[config.mk]
export PLATFORM = sky130hd
export DESIGN_NAME = evt_stamp_capture
export DESIGN_NICKNAME = d
export VERILOG_FILES = /design/src/rtl/evt_cap_pkg.sv /design/src/rtl/evt_req_sync.sv /design/src/rtl/evt_capture_core.sv /design/src/rtl/evt_reg_file.sv /design/src/rtl/evt_stamp_capture.sv
export SDC_FILE = /design/constraint.sdc
export NUM_CORES = 1
export LEC_CHECK = 0
export ABC_AREA = 1
export CAP_MARGIN = 10
export CORE_ASPECT_RATIO = 1.75
export CORE_MARGIN = 2
export CORE_UTILIZATION = 40
export DETAILED_ROUTE_END_ITERATION = 16
export MAX_ROUTING_LAYER = met4
export PLACE_DENSITY = 0.71
export RECOVER_POWER = 100
export SLEW_MARGIN = 10
export SYNTH_ARGS = -nofsm -noshare
export SYNTH_HDL_FRONTEND = slang
export SYNTH_SLANG_ARGS = --single-unit
[constraint.sdc]
create_clock -name clk -period 3.7 [get_ports clk]
set_input_delay 0.74 -clock clk [delete_from_list [all_inputs] [get_ports clk]]
set_output_delay 0.74 -clock clk [all_outputs]
set_load 0.02 [all_outputs]
[src/rtl/evt_cap_pkg.sv]
// Package: shared register addresses, bit positions and the configuration
// record for the timestamp event capture unit.
package evt_cap_pkg;
    localparam int REG_W      = 16;
    localparam int ADDR_W     = 2;

    localparam logic [ADDR_W-1:0] ADDR_CFG    = 2'd0;
    localparam logic [ADDR_W-1:0] ADDR_STATUS = 2'd1;
    localparam logic [ADDR_W-1:0] ADDR_TS_LO  = 2'd2;
    localparam logic [ADDR_W-1:0] ADDR_TS_HI  = 2'd3;

    // configuration word bit positions
    localparam int CFG_OVR_BIT  = 0;
    localparam int CFG_CNT_BIT  = 1;
    localparam int CFG_FALL_BIT = 2;
    localparam int CFG_BITS     = 3;

    // status word bit positions
    localparam int ST_VALID_BIT = 0;
    localparam int ST_ERR_BIT   = 1;
    localparam int ST_SEL_BIT   = 2;
    localparam int ST_LOW_BITS  = 3;

    typedef struct packed {
        logic falling;   // trigger on falling pin edge
        logic cnt_en;    // sequence counter runs
        logic ovr_en;    // new capture replaces unread one
    } cap_cfg_t;
endpackage

[src/rtl/evt_req_sync.sv]
// Module: evt_req_sync
// Brings the asynchronous request pin into the clock domain through a chain
// of SYNC_STAGES flops and produces one-cycle rising and falling pulses from
// the synchronised level.
// Assumes: req_pin may change at any time; SYNC_STAGES >= 2.
module evt_req_sync #(
    parameter int SYNC_STAGES = 2
) (
    input  logic clk,
    input  logic rst_n,
    input  logic req_pin,
    output logic rise_pulse,
    output logic fall_pulse
);
    logic [SYNC_STAGES-1:0] chain_q;
    logic                   prev_q;

    // Synchroniser chain, one flop per stage
    for (genvar g = 0; g < SYNC_STAGES; g++) begin : g_stage
        if (g == 0) begin : g_first
            always_ff @(posedge clk) begin
                if (!rst_n) chain_q[0] <= 1'b0;
                else        chain_q[0] <= req_pin;
            end
        end else begin : g_next
            always_ff @(posedge clk) begin
                if (!rst_n) chain_q[g] <= 1'b0;
                else        chain_q[g] <= chain_q[g-1];
            end
        end
    end

    // Delayed copy of the synchronised level for edge detection
    always_ff @(posedge clk) begin
        if (!rst_n) prev_q <= 1'b0;
        else        prev_q <= chain_q[SYNC_STAGES-1];
    end

    // Edge pulses from synchronised level against its delayed copy
    always_comb begin
        rise_pulse = chain_q[SYNC_STAGES-1] & ~prev_q;
        fall_pulse = ~chain_q[SYNC_STAGES-1] & prev_q;
    end

    // a rise pulse can never be followed directly by another rise pulse
    assert_single_rise_R2: assert property (@(posedge clk) disable iff (!rst_n)
        rise_pulse |=> !rise_pulse);
    assert_single_fall_R3: assert property (@(posedge clk) disable iff (!rst_n)
        fall_pulse |=> !fall_pulse);
endmodule

[src/rtl/evt_capture_core.sv]
// Module: evt_capture_core
// Holds the stored count, the valid and error flags and the saturating
// sequence counter. A status write in the same cycle as a trigger is
// applied first, and the trigger is then applied to the result.
// Assumes: trig is a one-cycle synchronous pulse.
module evt_capture_core #(
    parameter int TS_W  = 32,
    parameter int SEQ_W = 8
) (
    input  logic            clk,
    input  logic            rst_n,
    input  logic            trig,
    input  logic [TS_W-1:0] cycle_cnt,
    input  logic            ovr_en,
    input  logic            cnt_en,
    input  logic            stat_wr,
    input  logic            wr_valid,
    input  logic            wr_err,
    output logic            valid_q,
    output logic            err_q,
    output logic [SEQ_W-1:0] seq_q,
    output logic [TS_W-1:0] ts_q
);
    localparam logic [SEQ_W-1:0] SEQ_MAX = {SEQ_W{1'b1}};

    logic             valid_w;
    logic             err_w;
    logic [SEQ_W-1:0] seq_w;

    // State as seen after a software status write in this cycle
    always_comb begin
        valid_w = stat_wr ? (valid_q & wr_valid) : valid_q;
        err_w   = stat_wr ? (err_q & wr_err)     : err_q;
        seq_w   = stat_wr ? '0                   : seq_q;
    end

    // Flag update: capture sets valid, capture on valid sets error
    always_ff @(posedge clk) begin
        if (!rst_n) begin
            valid_q <= 1'b0;
            err_q   <= 1'b0;
        end else begin
            valid_q <= valid_w | trig;
            err_q   <= err_w | (trig & valid_w);
        end
    end

    // Stored count: taken when free, or when overwrite is allowed
    always_ff @(posedge clk) begin
        if (!rst_n)                            ts_q <= '0;
        else if (trig && (!valid_w || ovr_en)) ts_q <= cycle_cnt;
    end

    // Sequence counter: counts triggers while enabled, saturates
    always_ff @(posedge clk) begin
        if (!rst_n)                                 seq_q <= '0;
        else if (trig && cnt_en && seq_w != SEQ_MAX) seq_q <= seq_w + 1'b1;
        else                                        seq_q <= seq_w;
    end

    assert_capture_sets_valid_R5: assert property (@(posedge clk) disable iff (!rst_n)
        trig |=> valid_q);
    assert_error_sticky_R6: assert property (@(posedge clk) disable iff (!rst_n)
        (err_q && !stat_wr) |=> err_q);
    assert_keep_unread_R7: assert property (@(posedge clk) disable iff (!rst_n)
        (valid_q && trig && !ovr_en && !stat_wr) |=> $stable(ts_q));
    assert_seq_saturate_R8: assert property (@(posedge clk) disable iff (!rst_n)
        (seq_q == SEQ_MAX && !stat_wr) |=> (seq_q == SEQ_MAX));
    assert_seq_clear_R9: assert property (@(posedge clk) disable iff (!rst_n)
        (stat_wr && !trig) |=> (seq_q == '0));
endmodule

[src/rtl/evt_reg_file.sv]
// Module: evt_reg_file
// Register port: holds the configuration word and the source-select bit,
// decodes status writes for the capture core and multiplexes read data.
// Assumes: reads have no side effects; addresses 2 and 3 are read-only.
module evt_reg_file
    import evt_cap_pkg::*;
#(
    parameter int TS_W  = 32,
    parameter int SEQ_W = 8
) (
    input  logic              clk,
    input  logic              rst_n,
    input  logic              wr_en,
    input  logic [ADDR_W-1:0] addr,
    input  logic [REG_W-1:0]  wdata,
    output logic [REG_W-1:0]  rdata,
    output cap_cfg_t          cfg,
    output logic              src_pps,
    output logic              stat_wr,
    output logic              wr_valid,
    output logic              wr_err,
    input  logic              valid,
    input  logic              err,
    input  logic [SEQ_W-1:0]  seq,
    input  logic [TS_W-1:0]   ts
);
    localparam int PAD_W = REG_W - SEQ_W - ST_LOW_BITS;

    cap_cfg_t cfg_q;
    logic     sel_q;
    logic     cfg_wr;
    logic     unused_wdata;

    // Write decode
    always_comb begin
        cfg_wr   = wr_en && (addr == ADDR_CFG);
        stat_wr  = wr_en && (addr == ADDR_STATUS);
        wr_valid = wdata[ST_VALID_BIT];
        wr_err   = wdata[ST_ERR_BIT];
    end

    assign unused_wdata = ^wdata[REG_W-1:CFG_BITS];

    // Configuration word and source select storage
    always_ff @(posedge clk) begin
        if (!rst_n) begin
            cfg_q <= '0;
            sel_q <= 1'b0;
        end else begin
            if (cfg_wr) begin
                cfg_q.ovr_en  <= wdata[CFG_OVR_BIT];
                cfg_q.cnt_en  <= wdata[CFG_CNT_BIT];
                cfg_q.falling <= wdata[CFG_FALL_BIT];
            end
            if (stat_wr) sel_q <= wdata[ST_SEL_BIT];
        end
    end

    assign cfg     = cfg_q;
    assign src_pps = sel_q;

    // Read data multiplexer
    always_comb begin
        case (addr)
            ADDR_CFG:    rdata = {{(REG_W-CFG_BITS){1'b0}}, cfg_q.falling,
                                  cfg_q.cnt_en, cfg_q.ovr_en};
            ADDR_STATUS: rdata = {seq, {PAD_W{1'b0}}, sel_q, err, valid};
            ADDR_TS_LO:  rdata = ts[REG_W-1:0];
            default:     rdata = ts[TS_W-1:REG_W];
        endcase
    end

    assert_cfg_write_R10: assert property (@(posedge clk) disable iff (!rst_n)
        (wr_en && addr == ADDR_CFG) |=>
        ({cfg_q.falling, cfg_q.cnt_en, cfg_q.ovr_en} == $past(wdata[CFG_BITS-1:0])));
    assert_sel_hold_R4: assert property (@(posedge clk) disable iff (!rst_n)
        !(wr_en && addr == ADDR_STATUS) |=> $stable(sel_q));
endmodule

[src/rtl/evt_stamp_capture.sv]
// Module: evt_stamp_capture (top)
// Single-channel timestamp capture: synchronised pin edge or internal
// strobe latches the cycle count; a 16-bit register port configures the
// unit and returns status and the stored count.
// Assumes: pps_strobe is synchronous to clk; TS_W equals two register words.
module evt_stamp_capture
    import evt_cap_pkg::*;
#(
    parameter int TS_W        = 32,
    parameter int SEQ_W       = 8,
    parameter int SYNC_STAGES = 2
) (
    input  logic              clk,
    input  logic              rst_n,
    input  logic [TS_W-1:0]   cycle_cnt,
    input  logic              req_pin,
    input  logic              pps_strobe,
    input  logic              reg_wr_en,
    input  logic [ADDR_W-1:0] reg_addr,
    input  logic [REG_W-1:0]  reg_wdata,
    output logic [REG_W-1:0]  reg_rdata
);
    logic             rise_pulse, fall_pulse, pin_evt, trig;
    cap_cfg_t         cfg;
    logic             src_pps, stat_wr, wr_valid, wr_err;
    logic             valid, err;
    logic [SEQ_W-1:0] seq;
    logic [TS_W-1:0]  ts;

    evt_req_sync #(.SYNC_STAGES(SYNC_STAGES)) u_sync (
        .clk        (clk),
        .rst_n      (rst_n),
        .req_pin    (req_pin),
        .rise_pulse (rise_pulse),
        .fall_pulse (fall_pulse)
    );

    // Trigger source and edge selection
    always_comb begin
        pin_evt = cfg.falling ? fall_pulse : rise_pulse;
        trig    = src_pps ? pps_strobe : pin_evt;
    end

    evt_capture_core #(.TS_W(TS_W), .SEQ_W(SEQ_W)) u_core (
        .clk       (clk),
        .rst_n     (rst_n),
        .trig      (trig),
        .cycle_cnt (cycle_cnt),
        .ovr_en    (cfg.ovr_en),
        .cnt_en    (cfg.cnt_en),
        .stat_wr   (stat_wr),
        .wr_valid  (wr_valid),
        .wr_err    (wr_err),
        .valid_q   (valid),
        .err_q     (err),
        .seq_q     (seq),
        .ts_q      (ts)
    );

    evt_reg_file #(.TS_W(TS_W), .SEQ_W(SEQ_W)) u_regs (
        .clk      (clk),
        .rst_n    (rst_n),
        .wr_en    (reg_wr_en),
        .addr     (reg_addr),
        .wdata    (reg_wdata),
        .rdata    (reg_rdata),
        .cfg      (cfg),
        .src_pps  (src_pps),
        .stat_wr  (stat_wr),
        .wr_valid (wr_valid),
        .wr_err   (wr_err),
        .valid    (valid),
        .err      (err),
        .seq      (seq),
        .ts       (ts)
    );

    // strobe source selected: pin edges must not capture
    assert_pin_ignored_R4: assert property (@(posedge clk) disable iff (!rst_n)
        (src_pps && !pps_strobe && !valid && !stat_wr) |=> !valid);
endmodule

==> flow_summary_export.csv, run 1 <==
group,metric,value,unit
routing,top_layer,"met4",
logic_synthesis,syn-num-nets,378,
logic_synthesis,synth_area_leaders,"dfxtp_1 (44%), nor2_1 (13%), nand2_1 (10%)",
final_layout,area_delta_synth_final,32.3,%
cts,cts_resized,0,
final_layout,instances_no_fill,454,
timing,setup_viol,0,
timing,max_freq,303,MHz
die,rows,36,
die,die_area,6260,sq um
logic_synthesis,synth_area,2250,sq um
cts,h-tree-depth,2,
hold_path,min_to,"u_sync.chain_q[1]$_SDFF_PN0_",
die,io_pins,71,
critical_path,r2r_slack,1.51,ns
final_layout,layout-drive-gt1-share,6.35,%
routing,via_per_inst,4.84,
global_route,grt_max_degree,33,
global_route,overflow,0,
logic_synthesis,synth.top_cell.area_share,43.6,%
global_route,grt_pass1_vias,2050,
critical_path,reg2reg_to,"u_core.ts_q[31]$_SDFFE_PN0P_",
placement,dp_slack,0.397,ns
critical_path,startpoint,"reg_addr[1]",
pwr,ir_worst_vdd,0.275,mV
routing,finalWirelength,5300,um
final_layout,fin_nets,432,
routing,wl_met3,170,um
logic_synthesis,synth.avg_cell_area,6.96,sq um
hold_path,hold_depth,2,
cts,cts_tree,"built",
logic_synthesis,ys.flop_type,"dfxtp_1",
placement,dpl.hpwl,3930,um
logic_synthesis,synth.largest_area_cell,"dfxtp_1",
cts,clk_pin_slew,0.09,ns
logic_synthesis,ys_top_cells_by_count,"nor2_1 (78), nand2_1 (61), dfxtp_1 (49)",
global_route,grtUsageTotal,19.6,%
pwr,power.density,425,nW/um^2
pwr,p_clk_share,35.4,%
pwr,seqPwrFrac,47.0,%
cts,ctsHoldBuffers,0,
critical_path,start_kind,"input port",
placement,postPlaceCellArea,2860,sq um
critical_path,worst-path-max-fanout,7,
routing,postRouteAntennaNets,0,
hold_path,hold_class,"flop to flop",
run,maxCapViolCount,0,
logic_synthesis,synth_edf_count,0,
pwr,p_int,944,uW
logic_synthesis,async_reset_ff_share,0,%
hold_path,hp-start,"u_sync.chain_q[0]$_SDFF_PN0_",
cts,post_cts_buffers,0,
global_route,grt_pass1_wl,9030,um
critical_path,reg2regPathDepth,9,
timing,worst_pin_slew,1.02,ns
cts,cts.sinks,49,
critical_path,critPathArrivalTime,2.56,ns
logic_synthesis,synthDistinctLibCells,26,
cts,clk_latency,0.30,ns
placement,dp.cells,446,
final_layout,utilization,54.1,%
timing,setup_ws,0.404,ns
final_layout,diodes,0,
timing,finalHoldViolCount,0,
routing,drc,0,
cts,cts-root-buf,"clkbuf_8",
routing,routedWlPerCell,11.7,um
logic_synthesis,yosysWarningCount,0,
die,die_y,103,um
timing,fin_crit_sh,89.1,%
critical_path,r2r-start,"u_sync.chain_q[1]$_SDFF_PN0_",
final_layout,stdcell_area,2970,sq um
timing,setup_tns,0,ns
logic_synthesis,synth-seq-cells,49,
routing,drt_iter0_markers,57,
pwr,p_switching,319,uW
final_layout,nFillCells,570,
timing,skew,0.00501,ns
outcome,outcome,"finished, final reports clean",
pwr,p_comb_share,17.6,%
critical_path,cp.required,2.96,ns
die,initial_core_util,40.9,%
placement,gp_congestion,0.792,
routing,dr.pass1.iters,4,
cts,cts_made_buffers,5,
die,core,5500,sq um
critical_path,end_kind,"primary output",
routing,dr_total_vias,2197,
global_route,antenna_found_initial,0,
cts,clockBufferDepth,2,
logic_synthesis,synth_most_common_cell,"nor2_1",
pwr,sw_frac_of_total,25.2,%
die,die_w,60.7,um
timing,fin_crit,3.30,ns
critical_path,critPathKind,"input port to primary output",
pwr,p_leak,1.22,nW
routing,met2_length,2820,um
logic_synthesis,synthesis.instances,323,
logic_synthesis,ys_seq_area_share,43.6,%
placement,port_buffers,57,
timing,finalMaxSlewViolations,0,
timing,relSlewSlack,31.9,%
routing,met1_length,2130,um
timing,rsz0062_at_grt,"no",
registers in the layout, summed over array words and instances, names as in the netlist:
name	flops
u_regs.cfg	3
u_core.seq_q	8
u_core.ts_q	32
u_regs.src_pps	1
u_sync.prev_q	1
u_core.err_q	1
u_sync.chain_q	2
u_core.valid_q	1
layout by cell type (no fill, tap or decap), types with 10 or more instances in the layout:
master	synthesis	layout
nor2_1	78	78
nand2_1	61	61
dfxtp_1	49	49
clkdlybuf4s50_1	0	40
o21ai_1	30	29
inv_1	24	24
dlygate4sd3_1	0	17
nand3_1	15	16
o21ai_0	10	11
a21oi_1	10	10
layout make-up:
cell class / count / area [sq um] / share of cell area (%)
clock buffers: 5 / 68.8 / 2.31
clock inverters: 3 / 65.1 / 2.19
inverters: 26 / 98.8 / 3.32
multi-input cells: 234 / 1070 / 35.9
flip-flops and latches: 49 / 981 / 33.0
well taps: 76 / 95.1 / 3.20
repair buffers: 61 / 597 / 20.1
metrics by stage:
stage | hold WS (ns) | power [mW]
2_1_floorplan | 0.390 | 0.743
4_1_cts | 0.429 | 1.28
3_3_place_gp | 0.393 | 0.832
5_1_grt | 0.464 | 1.33
6_report | 0.426 | 1.26
3_5_place_dp | 0.406 | 0.837
power groups by stage:
stage / clock network, mW / registers [mW] / logic [mW]
floorplan: 0 / 0.601 / 0.142
global placement: 0 / 0.604 / 0.227
detailed placement: 0 / 0.606 / 0.230
CTS: 0.454 / 0.594 / 0.232
global route: 0.476 / 0.600 / 0.251
finish: 0.447 / 0.594 / 0.223
critical path, cell delays in order:
cell	delay [ns]
clkdlybuf4s50_1	0.51
inv_2	0.06
nand2_1	0.21
inv_1	0.16
nand2_1	0.08
nand4_1	0.11
dlygate4sd3_1	0.68
per-layer routing:
metal  vias to the layer above  track usage, %
met5                         -               -
met4                         0            9.70
met3                        12            2.86
met2                        48            33.5
met1                       991            21.6
li1                       1146               -
cells by family (layout without fill, tap and decap cells):
group                  Yosys count  after routing  share of synthesized area, %
XOR/XNOR                         2              2                         0.779
AO/OA/AOI/OAI                   62             62                          15.6
flip-flops                      49             49                          43.6
AND/OR/NAND/NOR                170            170                          31.7
buffers and inverters           40             95                          8.29
worst max path at each step:
stage / endpoint / cells after the start / slack (ns)
6_report: reg_rdata[1] / 7 / 0.40
5_1_grt: u_core.ts_q[5]$_SDFFE_PN0P_ / 10 / 0.14
4_1_cts: reg_rdata[15] / 6 / 0.39
3_5_place_dp: reg_rdata[1] / 6 / 0.40
3_3_place_gp: reg_rdata[1] / 6 / 0.41
2_1_floorplan: reg_rdata[0] / 5 / 1.42
Power figures use the tool's default switching activity.
==> run 2: changes to the inputs <==
--- a/config.mk
+++ b/config.mk
@@ -10,6 +10,8 @@
 export CORE_ASPECT_RATIO = 1.75
 export CORE_MARGIN = 2
 export CORE_UTILIZATION = 40
+export CTS_CLUSTER_DIAMETER = 80
+export CTS_CLUSTER_SIZE = 12
 export DETAILED_ROUTE_END_ITERATION = 16
 export MAX_ROUTING_LAYER = met4
 export PLACE_DENSITY = 0.71
==> results of run 2 <==
The final DEF is identical to that of run 1; final timing and power are the same.
==> run 3: changes to the inputs <==
--- a/config.mk
+++ b/config.mk
@@ -6,7 +6,6 @@
 export NUM_CORES = 1
 export LEC_CHECK = 0
 export ABC_AREA = 1
-export CAP_MARGIN = 10
 export CORE_ASPECT_RATIO = 1.75
 export CORE_MARGIN = 2
 export CORE_UTILIZATION = 40
==> results of run 3 <==
The final DEF is identical to that of run 1; final timing and power are the same.
